### src/rtl/mem_hide_pkg.sv
package mem_hide_pkg;
  localparam int unsigned DEF_ADDR_W   = 8;
  localparam int unsigned DEF_DATA_W   = 32;
  localparam int unsigned DEF_NUM_BLKS = 32;
  localparam logic [7:0]  HIDE_OFS     = 8'h50;
  localparam logic [7:0]  SEL_OFS      = 8'h04;

  typedef enum logic [1:0] {
    RD_NONE = 2'd0,
    RD_HIDE = 2'd1,
    RD_SEL  = 2'd2
  } rdSrc_t;

  typedef struct packed {
    logic hideWr;
    logic selWr;
    logic accEval;
  } ctrlStrobes_t;
endpackage

### src/rtl/mem_hide_ctrl.sv
module mem_hide_ctrl
  import mem_hide_pkg::*;
#(
  parameter int unsigned ADDR_W = DEF_ADDR_W
) (
  input  logic [ADDR_W-1:0] regAddr,
  input  logic              regWrEn,
  input  logic              accReq,
  output ctrlStrobes_t      strobes,
  output rdSrc_t            rdSrc
);
  localparam logic [ADDR_W-1:0] HIDE_A = ADDR_W'(HIDE_OFS);
  localparam logic [ADDR_W-1:0] SEL_A  = ADDR_W'(SEL_OFS);

  logic hitHide;
  logic hitSel;

  assign hitHide = (regAddr == HIDE_A);
  assign hitSel  = (regAddr == SEL_A);

  always_comb begin
    strobes         = '0;
    strobes.hideWr  = regWrEn && hitHide;
    strobes.selWr   = regWrEn && hitSel;
    strobes.accEval = accReq;
  end

  always_comb begin
    if (hitHide)     rdSrc = RD_HIDE;
    else if (hitSel) rdSrc = RD_SEL;
    else             rdSrc = RD_NONE;
  end
endmodule

### src/rtl/mem_hide_dp.sv
module mem_hide_dp
  import mem_hide_pkg::*;
#(
  parameter int unsigned DATA_W   = DEF_DATA_W,
  parameter int unsigned NUM_BLKS = DEF_NUM_BLKS
) (
  input  logic                        clk,
  input  logic                        rstN,
  input  ctrlStrobes_t                strobes,
  input  rdSrc_t                      rdSrc,
  input  logic [DATA_W-1:0]           wrData,
  output logic [DATA_W-1:0]           rdData,
  output logic [NUM_BLKS-1:0]         hideMask,
  output logic [$clog2(NUM_BLKS)-1:0] selBlk,
  output logic                        accGrant,
  output logic                        accDeny
);
  localparam int unsigned BLK_W = $clog2(NUM_BLKS);

  logic [BLK_W-1:0] wrBlk;
  logic             wrBlkHidden;
  logic             selHidden;

  assign wrBlk       = wrData[BLK_W-1:0];
  assign wrBlkHidden = hideMask[wrBlk];
  assign selHidden   = hideMask[selBlk];

  generate
    if (DATA_W > NUM_BLKS) begin : g_spare
      logic unusedWrBits;
      assign unusedWrBits = ^wrData[DATA_W-1:NUM_BLKS];
    end
  endgenerate

  // Per-block sticky hide bits; block 0 is tied off.
  generate
    for (genvar g = 0; g < NUM_BLKS; g++) begin : g_hide
      if (g == 0) begin : g_fixed
        assign hideMask[g] = 1'b0;
      end else begin : g_sticky
        always_ff @(posedge clk) begin
          if (!rstN)                               hideMask[g] <= 1'b0;
          else if (strobes.hideWr && wrData[g])    hideMask[g] <= 1'b1;
        end
      end
    end
  endgenerate

  always_ff @(posedge clk) begin
    if (!rstN)              selBlk <= '0;
    else if (strobes.selWr) selBlk <= wrBlkHidden ? '0 : wrBlk;
  end

  always_ff @(posedge clk) begin
    if (!rstN) begin
      accGrant <= 1'b0;
      accDeny  <= 1'b0;
    end else begin
      accGrant <= strobes.accEval && !selHidden;
      accDeny  <= strobes.accEval && selHidden;
    end
  end

  always_comb begin
    rdData = '0;
    case (rdSrc)
      RD_HIDE: rdData[NUM_BLKS-1:0] = hideMask;
      RD_SEL:  rdData[BLK_W-1:0]    = selBlk;
      default: rdData = '0;
    endcase
  end
endmodule

### src/rtl/mem_hide_gate.sv
module mem_hide_gate
  import mem_hide_pkg::*;
#(
  parameter int unsigned ADDR_W   = DEF_ADDR_W,
  parameter int unsigned DATA_W   = DEF_DATA_W,
  parameter int unsigned NUM_BLKS = DEF_NUM_BLKS
) (
  input  logic              clk,
  input  logic              rstN,
  input  logic [ADDR_W-1:0] regAddr,
  input  logic              regWrEn,
  input  logic [DATA_W-1:0] regWrData,
  output logic [DATA_W-1:0] regRdData,
  input  logic              accReq,
  output logic              accGrant,
  output logic              accDeny
);
  localparam int unsigned BLK_W = $clog2(NUM_BLKS);

  ctrlStrobes_t          strobes;
  rdSrc_t                rdSrc;
  logic [NUM_BLKS-1:0]   hideMask;
  logic [BLK_W-1:0]      selBlk;

  mem_hide_ctrl #(.ADDR_W(ADDR_W)) u_ctrl (
    .regAddr (regAddr),
    .regWrEn (regWrEn),
    .accReq  (accReq),
    .strobes (strobes),
    .rdSrc   (rdSrc)
  );

  mem_hide_dp #(.DATA_W(DATA_W), .NUM_BLKS(NUM_BLKS)) u_dp (
    .clk      (clk),
    .rstN     (rstN),
    .strobes  (strobes),
    .rdSrc    (rdSrc),
    .wrData   (regWrData),
    .rdData   (regRdData),
    .hideMask (hideMask),
    .selBlk   (selBlk),
    .accGrant (accGrant),
    .accDeny  (accDeny)
  );
endmodule

### config.mk
export PLATFORM = sky130hd
export DESIGN_NAME = mem_hide_gate
export DESIGN_NICKNAME = d
export VERILOG_FILES = /design/src/rtl/mem_hide_pkg.sv /design/src/rtl/mem_hide_ctrl.sv /design/src/rtl/mem_hide_dp.sv /design/src/rtl/mem_hide_gate.sv
export SDC_FILE = /design/constraint.sdc
export NUM_CORES = 1
export LEC_CHECK = 0
export ABC_CLOCK_PERIOD_IN_PS = 1700
export CORE_MARGIN = 2
export CORE_UTILIZATION = 40
export DETAILED_ROUTE_END_ITERATION = 8
export GPL_TIMING_DRIVEN = 0
export PLACE_DENSITY = 0.84
export SLEW_MARGIN = 5
export SYNTH_ARGS = -nofsm -noshare
export SYNTH_HDL_FRONTEND = slang
export SYNTH_SLANG_ARGS = --single-unit
### constraint.sdc
create_clock -name clk -period 1.7 [get_ports clk]
set_input_delay 0.17 -clock clk [delete_from_list [all_inputs] [get_ports clk]]
set_output_delay 0.17 -clock clk [all_outputs]
set_load 0.01 [all_outputs]
==> qor.txt, run 1 <==
Status -> complete, but fails checks
Failing checks -> setup timing
Ys async rst share -> 0%
Slew HR -> 67.0%
RSZ-0062 raised after global routing -> yes
Period utilization -> 112%
Rows -> 26
Die area -> 5870 sq um
Synthesized area -> 2110 sq um
CP bufs+invs -> 1
Drc violations -> 0
Total power per unit cell area -> 494 nW/um^2
Worst path cell trace -> clkbuf_2 -> mux4_2 -> mux4_2 -> mux2i_2 -> and3_1
Min-Delay Startpoint -> regWrData[0]
CP Capture Type -> flop
Drt first pass iters -> 4
Crit path from -> u_dp.selBlk[1]$_SDFFE_PN0P_
Syn Area/Cell -> 10.0 sq um
Vias in the first global route -> 2076
Crit-path max FO -> 10
Minimum clock period -> 1.91 ns
DR vias/cell -> 5.68
F_max -> 524 MHz
Hold Buf Count CTS -> 0
Worst Tran Pin Value -> 0.495 ns
Final net count -> 345
Routability Congestion -> 0.835
Reg clk slew, reported paths -> 0.07 ns
Routed wire length -> 6.74 mm
CTS Buffer Depth -> 2
Final HPWL DP -> 4.33 mm
Place WS -> -1.17 ns
Critical path arrival -> 2.15 ns
Final WS setup -> -0.209 ns
Initial core utilization -> 41.3%
Routed Antenna Nets -> 0
Flip-flop and latch count after synthesis -> 38
DRT iter0 DRCs -> 225
Setup violators final -> 32
Delay of the slowest critical-path stage -> 0.50 ns
Startpoint types -> flop
Ys Warns -> 0
Worst path required time -> 1.94 ns
Flop2flop setup slack -> -0.21 ns
Top_reg_cell synth -> dfxtp_1
Slowest-stage cell, CP -> mux4_2
Die width -> 76.6 microns
DR WL/cell -> 18.2 microns
VDD IR max -> 0.387 mV
Reg-to-reg startpoint -> u_dp.selBlk[1]$_SDFFE_PN0P_
HP Class -> input port to flop
Core area -> 5110 sq um
Max-cap viol count -> 0
Via count of the routed design -> 2108
Final Total Pwr -> 1.65 mW
Levels on crit path -> 5
Ratio of cells with drive above 1 in the final layout -> 40.2%
First-pass GRT wire length -> 10.3 mm
Slew Viols, Final -> 0
TritonCTS Buffers -> 5
Worst reg2reg path depth -> 5
Commonest cells after routing, fill and taps aside -> 35 x clkdlybuf4s50_1, 35 x dfxtp_1, 33 x nor2b_1
Grt total ovfl -> 0
Clk sinks -> 38
Hold Crit Endpoint -> u_dp.selBlk[0]$_SDFFE_PN0P_
CP most frequent cell -> mux4_2
Worst setup path class -> flop to flop
Number of hold violations in the final report -> 0
I/O pins -> 78
H-tree levels -> 2
Pin count of the biggest net entering global routing -> 11
Cell count after synthesis -> 210
Clk Latency, worst-skew pair -> 0.29 ns
Hold path cells -> 3
Initial antenna violation count -> 0
CP delay by family, top -> multiplexers
Reg-to-reg endpoint -> u_dp.accGrant$_SDFF_PN0_
Diode count -> 0
Leak -> 1.28 nW
CTS tree -> done
Sequential fraction of the synthesis area -> 36.1%
Post-synth EDFFs -> 0
DIE HEIGHT -> 76.6 microns
Root Driver -> clkbuf_8
Area grow syn2layout -> 58.6%
Worst Skew -> 0.00339 ns
GRT Util Overall -> 22.5%
Syn nets -> 254
Port bufs -> 74
Yosys cell types -> 27
[flip-flops by register name, indices dropped and copies added (netlist names)]
signal	flops
u_dp.hideMask	31
u_dp.selBlk	5
u_dp.accDeny	1
u_dp.accGrant	1
[metal layers]
| metal | routed length [microns] | global-route usage, % | share of wire, % |
|---|---|---|---|
| met5 | 0 | 0 | 0 |
| met4 | 225 | 7.45 | 3.3 |
| met3 | 651 | 6.64 | 9.7 |
| met2 | 3330 | 40.3 | 49 |
| met1 | 2530 | 25.6 | 38 |
[worst min-delay path: cells and delay by family]
| kind | cells | cell delay, ns |
|---|---|---|
| buffers and inverters | 1 | 0.19 |
| and+or+nand+nor | 1 | 0.13 |
| AOI/OAI and AO/OA | 1 | 0.07 |
[power breakdown]
group	internal, mW	total (mW)	leakage (nW)	switching [mW]
logic	0.116	0.186	0.935	0.0704
clock network	0.282	0.572	0.0383	0.290
registers	0.892	0.894	0.308	0.00152
total	1.29	1.65	1.28	0.362
[kinds of logic after synthesis]
logic type | share of synthesized area, %
compound gates | 11.9
buf+inv | 4.39
flops | 36.1
mux | 21.6
simple gates | 26.1
[how the worst max path moves through the flow]
stage / end / slack [ns]
finish: u_dp.accGrant$_SDFF_PN0_ / -0.21
global route: u_dp.accGrant$_SDFF_PN0_ / -0.24
CTS: u_dp.accGrant$_SDFF_PN0_ / -0.20
detailed placement: regRdData[2] / -1.17
global placement: regRdData[2] / -1.13
floorplan: u_dp.accGrant$_SDFF_PN0_ / -0.06
[area by class of cell]
cell class,instances,area (sq um)
well taps,70,87.6
multi-input cells,156,1360
repair buffers,84,880
plain buffers,16,176
fillers,379,1760
clock buffers,7,76.3
flip-flops and latches,38,764
[what timing repair did]
action	CTS	global route
gates resized for setup	198	39
cloned	3	1
pin swaps	12	3
endpoints found under the setup margin	70	42
buffers inserted	5	2
[metrics by stage]
step           TNS [ns]  hold slack (ns)  cell area, sq um  utilization (%)  std cells
4_1_cts           -3.59            0.242              3180             62.3        369
6_report          -3.47            0.309              3350             65.5        371
3_3_place_gp     -49.54            0.489              2940             57.6        354
2_1_floorplan   -0.0753            0.284              2120                -        210
5_1_grt           -5.63            0.313              3350             65.5        371
3_5_place_dp     -53.28            0.503              2940             57.6        354
[cells in the mapped netlist, types with 2 or more instances]
| cell | instances | area (sq um) |
|---|---|---|
| and3_1 | 2 | 12.5 |
| mux2i_1 | 5 | 50.1 |
| o21ai_0 | 2 | 10.0 |
| dfxtp_1 | 38 | 761 |
| nor2_1 | 2 | 7.51 |
| a22o_1 | 4 | 35.0 |
| mux4_2 | 17 | 383 |
| o21ai_1 | 4 | 20.0 |
| nor2b_1 | 33 | 206 |
| clkbuf_1 | 9 | 33.8 |
| nand2_1 | 12 | 45.0 |
| a21oi_1 | 32 | 160 |
| buf_6 | 3 | 33.8 |
| buf_4 | 2 | 15.0 |
| buf_2 | 2 | 10.0 |
| nor4_4 | 2 | 42.5 |
| nand3b_1 | 2 | 15.0 |
| mux2_2 | 2 | 22.5 |
| and2_1 | 29 | 181 |
No activity file was read; power rests on OpenSTA's default activity.
==> run 2: changes to the inputs <==
CAP_MARGIN = 10   (was not set)
==> results of run 2 <==
The final DEF is identical to that of run 1; final timing and power are the same.
